**config.mk**
```make
export PLATFORM = sky130hd
export DESIGN_NAME = eff_addr_unit
export DESIGN_NICKNAME = d
export VERILOG_FILES = /design/src/rtl/eag_pkg.sv /design/src/rtl/eag_regfile.sv /design/src/rtl/eag_sum.sv /design/src/rtl/eag_ctrl.sv /design/src/rtl/eff_addr_unit.sv
export SDC_FILE = /design/constraint.sdc
export NUM_CORES = 1
export LEC_CHECK = 0
export ABC_CLOCK_PERIOD_IN_PS = 4900
export BUFFER_PORTS_ARGS = -buffer_cell sky130_fd_sc_hd__buf_4
export CAP_MARGIN = 20
export CORE_AREA = 2 2 304 246
export CTS_CLUSTER_DIAMETER = 40
export DETAILED_ROUTE_END_ITERATION = 10
export DIE_AREA = 0 0 306 248
export HOLD_SLACK_MARGIN = 0.1
export PLACE_DENSITY = 0.63
export SLEW_MARGIN = 10
export SYNTH_ARGS = -nofsm -noshare
export SYNTH_HDL_FRONTEND = slang
export SYNTH_SLANG_ARGS = --single-unit
```
**constraint.sdc**
```tcl
create_clock -name clk -period 4.9 [get_ports clk]
set_input_delay 0.735 -clock clk [delete_from_list [all_inputs] [get_ports clk]]
set_output_delay 0.735 -clock clk [all_outputs]
set_load 0.05 [all_outputs]
```
**src/rtl/eag_pkg.sv**
```systemverilog
package eag_pkg;
    typedef enum logic [1:0] {
        MODE_ADDR = 2'b00,
        MODE_IMM  = 2'b01,
        MODE_REG  = 2'b10,
        MODE_RSVD = 2'b11
    } mode_e;

    typedef enum logic {
        ST_IDLE    = 1'b0,
        ST_PRESENT = 1'b1
    } state_e;
endpackage

```
**src/rtl/eag_regfile.sv**
```systemverilog
module eag_regfile #(
    parameter int DATA_W = 32,
    parameter int NREG   = 16,
    localparam int SEL_W = $clog2(NREG)
) (
    input  logic              clk,
    input  logic              rst_n,
    input  logic              we,
    input  logic [SEL_W-1:0]  wsel,
    input  logic [DATA_W-1:0] wdata,
    input  logic [SEL_W-1:0]  rsel_a,
    input  logic [SEL_W-1:0]  rsel_b,
    output logic [DATA_W-1:0] rdata_a,
    output logic [DATA_W-1:0] rdata_b
);
    logic [DATA_W-1:0] gpr [NREG];

    // One register per entry; only the selected entry loads.
    for (genvar g = 0; g < NREG; g++) begin : g_entry
        always_ff @(posedge clk or negedge rst_n) begin
            if (!rst_n)
                gpr[g] <= '0;
            else if (we && (wsel == SEL_W'(g)))
                gpr[g] <= wdata;
        end
    end

    // Reads see the contents before this edge's write.
    assign rdata_a = gpr[rsel_a];
    assign rdata_b = gpr[rsel_b];
endmodule

```
**src/rtl/eag_sum.sv**
```systemverilog
module eag_sum #(
    parameter int DATA_W = 32,
    parameter int ADDR_W = 24,
    parameter int SEL_W  = 4,
    parameter int DISP_W = 12
) (
    input  logic [DATA_W-1:0] base_val,
    input  logic [DATA_W-1:0] index_val,
    input  logic [SEL_W-1:0]  base_sel,
    input  logic [SEL_W-1:0]  index_sel,
    input  logic [DISP_W-1:0] disp,
    output logic [ADDR_W-1:0] addr
);
    logic [ADDR_W-1:0] base_term;
    logic [ADDR_W-1:0] index_term;

    // A field of zero selects no register at all.
    assign base_term  = (base_sel  == '0) ? '0 : base_val[ADDR_W-1:0];
    assign index_term = (index_sel == '0) ? '0 : index_val[ADDR_W-1:0];

    // Carries past ADDR_W are dropped by the result width.
    assign addr = base_term + index_term + ADDR_W'(disp);
endmodule

```
**src/rtl/eag_ctrl.sv**
```systemverilog
module eag_ctrl
    import eag_pkg::*;
#(
    parameter int DATA_W = 32,
    parameter int ADDR_W = 24,
    parameter int IMM_W  = 8
) (
    input  logic              clk,
    input  logic              rst_n,
    input  logic              strobe,
    input  mode_e             mode,
    input  logic [ADDR_W-1:0] addr,
    input  logic [IMM_W-1:0]  imm,
    input  logic [DATA_W-1:0] reg_val,
    output logic              valid,
    output logic [DATA_W-1:0] value
);
    state_e            state_q, state_d;
    logic [DATA_W-1:0] pick;

    always_comb begin
        unique case (state_q)
            ST_IDLE:    state_d = strobe ? ST_PRESENT : ST_IDLE;   // accept
            ST_PRESENT: state_d = strobe ? ST_PRESENT : ST_IDLE;   // chain / drain
            default:    state_d = ST_IDLE;
        endcase
    end

    always_comb begin
        unique case (mode)
            MODE_ADDR: pick = DATA_W'(addr);
            MODE_IMM:  pick = DATA_W'(imm);
            MODE_REG:  pick = reg_val;
            MODE_RSVD: pick = '0;
            default:   pick = '0;
        endcase
    end

    // State register
    always_ff @(posedge clk or negedge rst_n) begin
        if (!rst_n) state_q <= ST_IDLE;
        else        state_q <= state_d;
    end

    // Output register
    always_ff @(posedge clk or negedge rst_n) begin
        if (!rst_n)      value <= '0;
        else if (strobe) value <= pick;
    end

    assign valid = (state_q == ST_PRESENT);
endmodule

```
**src/rtl/eff_addr_unit.sv**
```systemverilog
module eff_addr_unit
    import eag_pkg::*;
#(
    parameter int DATA_W = 32,
    parameter int ADDR_W = 24,
    parameter int NREG   = 16,
    parameter int DISP_W = 12,
    parameter int IMM_W  = 8,
    localparam int SEL_W = $clog2(NREG)
) (
    input  logic              clk,
    input  logic              rst_n,
    input  logic              wr_en,
    input  logic [SEL_W-1:0]  wr_sel,
    input  logic [DATA_W-1:0] wr_data,
    input  logic              req_valid,
    input  logic [1:0]        req_mode,
    input  logic [SEL_W-1:0]  req_base,
    input  logic [SEL_W-1:0]  req_index,
    input  logic [DISP_W-1:0] req_disp,
    output logic              res_valid,
    output logic [DATA_W-1:0] res_value
);
    logic [DATA_W-1:0] base_val;
    logic [DATA_W-1:0] index_val;
    logic [ADDR_W-1:0] ea;

    eag_regfile #(.DATA_W(DATA_W), .NREG(NREG)) u_rf (
        .clk     (clk),
        .rst_n   (rst_n),
        .we      (wr_en),
        .wsel    (wr_sel),
        .wdata   (wr_data),
        .rsel_a  (req_base),
        .rsel_b  (req_index),
        .rdata_a (base_val),
        .rdata_b (index_val)
    );

    eag_sum #(.DATA_W(DATA_W), .ADDR_W(ADDR_W), .SEL_W(SEL_W), .DISP_W(DISP_W)) u_sum (
        .base_val  (base_val),
        .index_val (index_val),
        .base_sel  (req_base),
        .index_sel (req_index),
        .disp      (req_disp),
        .addr      (ea)
    );

    eag_ctrl #(.DATA_W(DATA_W), .ADDR_W(ADDR_W), .IMM_W(IMM_W)) u_ctrl (
        .clk     (clk),
        .rst_n   (rst_n),
        .strobe  (req_valid),
        .mode    (mode_e'(req_mode)),
        .addr    (ea),
        .imm     (req_disp[IMM_W-1:0]),
        .reg_val (base_val),
        .valid   (res_valid),
        .value   (res_value)
    );
endmodule

```
[After elaboration in Yosys (flattened, before gate mapping)]
Cells that the tools add are included.
Cells by class
  $add $sub $neg: 2
  mux-type cells: 10
  bitwise operators: 2
  equal/unequal tests: 18
  reductions and logical operators: 20
  magnitude comparators: 2
Operators with widths (number)
  $bmux 32 s4: 2
  $pmux 32 s4: 1
  $mux 24: 4
  $mux 32: 2
  $eq 4x4->1 const B: 8
  $add 24x12->24: 1
  $add 24x24->24: 1
  $eq 4x3->1 const B: 4
  $logic_and 1x1->1: 16
  $logic_not 4->1: 3
  $ge 5x5->1 const B: 2
  $not 4->5: 2
  $eq 4x2->1 const B: 2
  $eq 2x2->1 const B: 2
  $eq 4x1->1 const B: 1
  $eq 2x1->1 const B: 1
  $logic_not 2->1: 1
  $mux 1: 1
Word-level totals
  output and inout bits: 33
  input port bits: 62
  register bits after elaboration: 545
  logic and storage cells: 72

[Longest topological paths before layout]
  word-level depth: 8
  depth in mapped cells: 18

[By module]
Synthesis repeated with hierarchy kept, for this count alone.
Unflattened totals
  cell total of the unflattened synthesis: 2076
  area, all modules: 30003.8 µm²
By module, submodules not included
  eag_regfile: cells an instance 1676, area an instance 26454.1 µm², times used 1
  eag_sum: cells an instance 247, area an instance 1891.8 µm², times used 1
  eag_ctrl: cells an instance 153, area an instance 1657.8 µm², times used 1

[Worst setup path before layout]
Ideal clock, no wire load.
  path type: input to register
  start point: input port req_index[0]
  end point: register u_ctrl.value[13]
  arrival: 4.976 ns
  cell stages on the path: 16
  path slack: -0.153 ns
  path buffers: 2
  data required time: 4.822 ns
  cell sequence: buf_2 > buf_1 > mux4_2 > mux4_2 > nor2b_1 > fa_1 > ha_1 > inv_1 > fa_1 > nor2b_1 > o31a_1 > a41oi_1 > a21oi_1 > nor3_1 > or3b_2 > a21oi_1
Between the ends
  longest elaborated chain between the ends: 8
RTL lines
  start: declaration: RTL line eff_addr_unit.sv:19  | input logic [SEL_W-1:0] req_index,
  $not 4->5 (implied by the code): RTL line eag_regfile.sv:30  | assign rdata_b = gpr[rsel_b];
  $bmux 32 s4: RTL line eag_regfile.sv:30
  $mux 24 (implied by the code) (2 in series): RTL line eag_regfile.sv:30
  $mux 24 *: RTL line eag_sum.sv:19  | assign index_term = (index_sel == '0) ? '0 : index_val[ADDR_W-1:0];
  $add 24x24->24 *: RTL line eag_sum.sv:22  | assign addr = base_term + index_term + ADDR_W'(disp);
  $add 24x12->24 *: RTL line eag_sum.sv:22
  $pmux 32 s4 *: RTL line eag_ctrl.sv:30  | unique case (mode)
  end signal: assignment: RTL line eag_ctrl.sv:48  | else if (strobe) value <= pick;
  end: declaration: RTL line eag_ctrl.sv:16  | output logic [DATA_W-1:0] value
Every way passes the cells marked *; elsewhere a longest branch is shown, timed or not. The select of a mux whose other input is x is not followed.
A chain may end at the register's enable or synchronous reset.

[Worst setup path in the final report]
  start point: register u_rf.gpr[1] (netlist name)
  end point: register u_ctrl.value[13]
Between the ends
  longest elaborated chain between the ends: 7
RTL lines
  start: declaration: RTL line eag_regfile.sv:16  | logic [DATA_W-1:0] gpr [NREG];
  start signal: indexed assignment: RTL line eag_regfile.sv:24  | gpr[g] <= wdata;
  $bmux 32 s4, on equally long branches: RTL line eag_regfile.sv:29, eag_regfile.sv:30
  $mux 32 (implied by the code) or $mux 24 (tied branches) (2 in series): RTL line eag_regfile.sv:29, eag_regfile.sv:30
  $mux 24, on equally long branches: RTL line eag_sum.sv:18, eag_sum.sv:19
  $add 24x24->24 *: RTL line eag_sum.sv:22
  $add 24x12->24 *: RTL line eag_sum.sv:22
  $pmux 32 s4 *: RTL line eag_ctrl.sv:30
Marked as above.

==> summary.md <==
| Metric | Value |
|---|---|
| Switch share | 29.6% |
| R2r setup slk | around 0.42 ns |
| Status | completed |
| Pins Over Slew Limit | 0 |
| Reg area | between 0.01 and 0.015 mm² |
| Layout area overhead | 17.5% |
| H-Tree Depth | 3 |
| Final Hold Viols | 0 |
| Clock Sinks | 545 |
| Clk_lat worst skew | between 0.6 and 0.7 ns |
| Worst path required time | 5.43 ns |
| Clk pwr share | a little over a third |
| FFs w/ async S/R, synth | between 90% and 100% |
| Fin nets | 2,078 |
| Crit share post-route | between 90% and 100% |
| Clk slew on worst S/H paths | 0.06 ns |
| Post-Route WL | roughly 78,000 µm |
| Worst path cell trace | mux4_2 > mux4_2 > and2_1 > fa_1 > ha_1 > inv_1 > fa_1 > nor2b_1 > o31a_1 > a41oi_1 > a21oi_1 > nor3_1 > or3b_2 > a21oi_1 |
| Worst path depth | 14 |
| Fill cell count | 6,228 |
| EDFF count, synth | 0 |
| DP HPWL | between 40,000 and 50,000 µm |
| Mapped cell area | roughly 0.029 mm² |
| Core Region | 0.0729 mm² |
| Reg power frac | a little over a third |
| Routed length per placed instance | about 26 µm |
| Grt total ovfl | 0 |
| Worst rel slew slack | between 20% and 30% |
| Worst setup margin | roughly 0.42 ns |
| Netlist cell types | 58 |
| Worst path slowest cell | mux4_2 |
| Worst Tran Pin Value | roughly 1.1 ns |
| FF-to-FF Start | u_rf.gpr[1]$_DFFE_PN0P_ |
| Syn Area/Cell | 15.6 µm² |
| Syn Inst Count | around 1.9k |
| Die X | about 300 µm |
| Synth Net Count | roughly 2.0k |
| Starting DRC count in detailed routing | 1,423 |
| Setup Viol. Count Final | 0 |
| Port Buffers | 94 |
| Share of layout cells above drive strength 1 | a little under three fifths |
| Maximum fanout along the worst path | 4 |
| Worst Hold Class | in2async |
| Global-route wire length before repair | approximately 120,000 µm |
| Crit path launch type | flop |
| Design Area, Final | ~0.034 mm² |
| Highest clock rate | about 220 MHz |
| Max VDD drop | 0.260 mV |
| Largest buffer count on any clock path | 3 |
| Bufs and invs on worst path | 1 |
| Number of vias per cell | roughly 5.9 |
| I/O pin count | between 90 and 100 |
| Worst r2r path cells | 14 |
| Most used DFF post-synth | dfrtp_1 |
| Crit Path Class | reg2reg |
| Root Driver | clkbuf_16 |
| Fin Clk Skew | about 0.024 ns |
| Total GRT Usage | between 20% and 30% |
| RSZ-0062 raised after global routing | false |
| Crit path DAT | 5.02 ns |
| PwrDens | between 500 and 600 mW/mm² |
| Router iterations before antenna repair | 5 |
| Seq/Total Area, Yosys | 47.1% |
| Seq cells post-synth | approximately 550 |
| Leakage | 14.3 nW |
| Starting density of the core | roughly two fifths |
| Placement Setup Slack | -0.0988 ns |
| Post_cts resized | 0 |
| Area of the multi-input gates | roughly 0.015 mm² |
| Initial antenna violation count | 11 |
| Detailed-route DRC error count | 0 |
| Gp weighted congestion | 0.878 |
| DR vias | approximately 18k |
| Vias in the first global route | approximately 19k |
| CTS tree | built |
| Total setup buffers inserted after CTS | 0 |
| Die height | ~250 µm |
| Reg-to-reg endpoint | u_ctrl.value[13]$_DFFE_PN0P_ |
| Crit path capture type | flop |
| DP Area | about 0.031 mm² |
| Comb pwr share | 28.7% |
| CTS Buf Count | 77 |
| Largest net degree at the start of global routing | 131 |
| Syn. warnings | 0 |
| Family with the most delay on the worst path | adder cells |
| CP max stage delay | approximately 0.55 ns |
| Fin crit period | 4.48 ns |
| Int Pwr | between 10 and 15 mW |
| Num rows | 89 |
| P_sw | 5.10 mW |
| Post-route antenna net violation count | 0 |
| Die area | between 0.07 and 0.08 mm² |
| Max-Cap Viols | 0 |
| Post-CTS Hold Buffers | 0 |
[area by class of cell]
type / count / area share (%)
tap: 955 / 3.51
clock buffer: 93 / 6.05
antenna: 2 / 0.0147
timing repair buffer: 196 / 5.00
multi-input combinational: 1135 / 43.0
sequential: 545 / 40.1
inverter: 15 / 0.166
clock inverter: 48 / 2.09
[kinds of logic after synthesis]
group	share of synthesized area (%)
AOI/OAI and AO/OA	2.95
xor gates and xnor gates	0.424
adders and majority gates	2.33
buffers and inverters	2.68
DFF	47.1
muxes	41.8
and+or+nand+nor	2.69
[Yosys cell counts, types with 3 or more instances]
| library cell | instances | share of area (%) |
|---|---|---|
| dfrtp_1 | 545 | 47 |
| mux2_2 | 502 | 20 |
| mux4_2 | 277 | 22 |
| clkbuf_1 | 98 | 1.3 |
| a21oi_1 | 38 | 0.66 |
| buf_1 | 36 | 0.47 |
| ha_1 | 33 | 1.4 |
| nor2_1 | 33 | 0.43 |
| nor2b_1 | 26 | 0.56 |
| and2_1 | 24 | 0.52 |
| buf_2 | 20 | 0.35 |
| nand2_1 | 20 | 0.26 |
| o21ai_0 | 14 | 0.24 |
| fa_1 | 13 | 0.90 |
| inv_1 | 13 | 0.17 |
| mux2_1 | 11 | 0.43 |
| a21o_1 | 10 | 0.26 |
| nand2b_1 | 10 | 0.22 |
| a22o_1 | 9 | 0.27 |
| mux2i_1 | 9 | 0.31 |
| nand3_1 | 8 | 0.14 |
| xnor2_1 | 8 | 0.24 |
| a22oi_1 | 7 | 0.18 |
| a31oi_1 | 7 | 0.15 |
| buf_6 | 7 | 0.27 |
| o21a_1 | 7 | 0.18 |
| nor3_1 | 6 | 0.10 |
| o211ai_1 | 6 | 0.16 |
| xor2_1 | 6 | 0.18 |
| and3_1 | 5 | 0.11 |
| buf_4 | 5 | 0.13 |
| o21ai_1 | 5 | 0.086 |
| a211oi_1 | 4 | 0.10 |
| a221o_1 | 3 | 0.10 |
| nand4_1 | 3 | 0.065 |
| or3_1 | 3 | 0.065 |
[state kept, by name, indices dropped and copies added (netlist names)]
register      flops
u_rf.gpr        512
u_ctrl.valid      1
u_ctrl.value     32
[cell usage in the layout (no fill, tap or decap), types with 8 or more instances in the layout]
cell type   Yosys  routed
a21o_1         10      10
a21oi_1        38      38
a22o_1          9       9
and2_1         24      24
buf_12          0      17
buf_4           5     176
bufinv_16       0      14
clkbuf_1       98       9
clkbuf_16       0      77
clkbuf_8        0       8
clkinvlp_4      0       8
dfrtp_1       545     545
fa_1           13      13
ha_1           33      33
inv_1          13      13
inv_6           0      11
mux2_1         11      11
mux2_2        502     502
mux2i_1         9       9
mux4_2        277     277
nand2_1        20      19
nand3_1         8       8
nor2_1         33      24
nor2_4          0       9
nor2b_1        26      25
o21ai_0        14      14
xnor2_1         8       8
[power by group through the flow]
stage	registers, mW	clock network, mW	logic, mW
2_1_floorplan	6.34	0	3.29
3_3_place_gp	6.24	0	4.81
3_5_place_dp	6.34	0	4.93
4_1_cts	6.27	6.10	4.96
5_1_grt	6.42	6.30	5.36
6_report	6.29	5.98	4.94
[stage by stage]
| stage | hold WS (ns) | util [%] | setup TNS, ns | power (mW) | cells |
|---|---|---|---|---|---|
| after floorplan | 0.439 | - | 0 | 9.63 | 1861 |
| after global placement | 0.469 | 42.8 | -0.186 | 11.1 | 2846 |
| after detailed placement | 0.481 | 42.8 | -0.652 | 11.3 | 2846 |
| after CTS | 0.204 | 46.6 | 0 | 17.3 | 2987 |
| after global routing | 0.258 | 46.6 | 0 | 18.1 | 2989 |
| final | 0.182 | 46.6 | 0 | 17.2 | 2989 |
[layer usage]
| metal | track usage, % | vias up | routed length [µm] |
|---|---|---|---|
| li1 | - | 7432 | - |
| met1 | 29.7 | 9628 | 35100 |
| met2 | 34.2 | 461 | 37200 |
| met3 | 4.07 | 124 | 4210 |
| met4 | 5.55 | 8 | 1630 |
| met5 | 0 | - | 62 |
[how the worst max path moves through the flow]
| stage | slack (ns) | startpoint | end |
|---|---|---|---|
| floorplan | 0.01 | req_index[0] | u_ctrl.value[13]$_DFFE_PN0P_ |
| global placement | -0.05 | req_index[0] | u_ctrl.value[13]$_DFFE_PN0P_ |
| detailed placement | -0.1 | req_base[0] | u_ctrl.value[13]$_DFFE_PN0P_ |
| CTS | 0.44 | u_rf.gpr[1]$_DFFE_PN0P_ | u_ctrl.value[13]$_DFFE_PN0P_ |
| global route | 0.23 | u_rf.gpr[1]$_DFFE_PN0P_ | u_ctrl.value[15]$_DFFE_PN0P_ |
| finish | 0.42 | u_rf.gpr[1]$_DFFE_PN0P_ | u_ctrl.value[13]$_DFFE_PN0P_ |
[worst register-to-register path: stages (launching register included)]
cell,delay (ns)
dfrtp_1,0.39
mux4_2,0.47
mux4_2,0.55
and2_1,0.21
fa_1,0.50
ha_1,0.16
inv_1,0.06
fa_1,0.43
nor2b_1,0.20
o31a_1,0.21
a41oi_1,0.26
a21oi_1,0.31
nor3_1,0.07
or3b_2,0.44
a21oi_1,0.12
No activity file was read; power rests on OpenSTA's default activity.
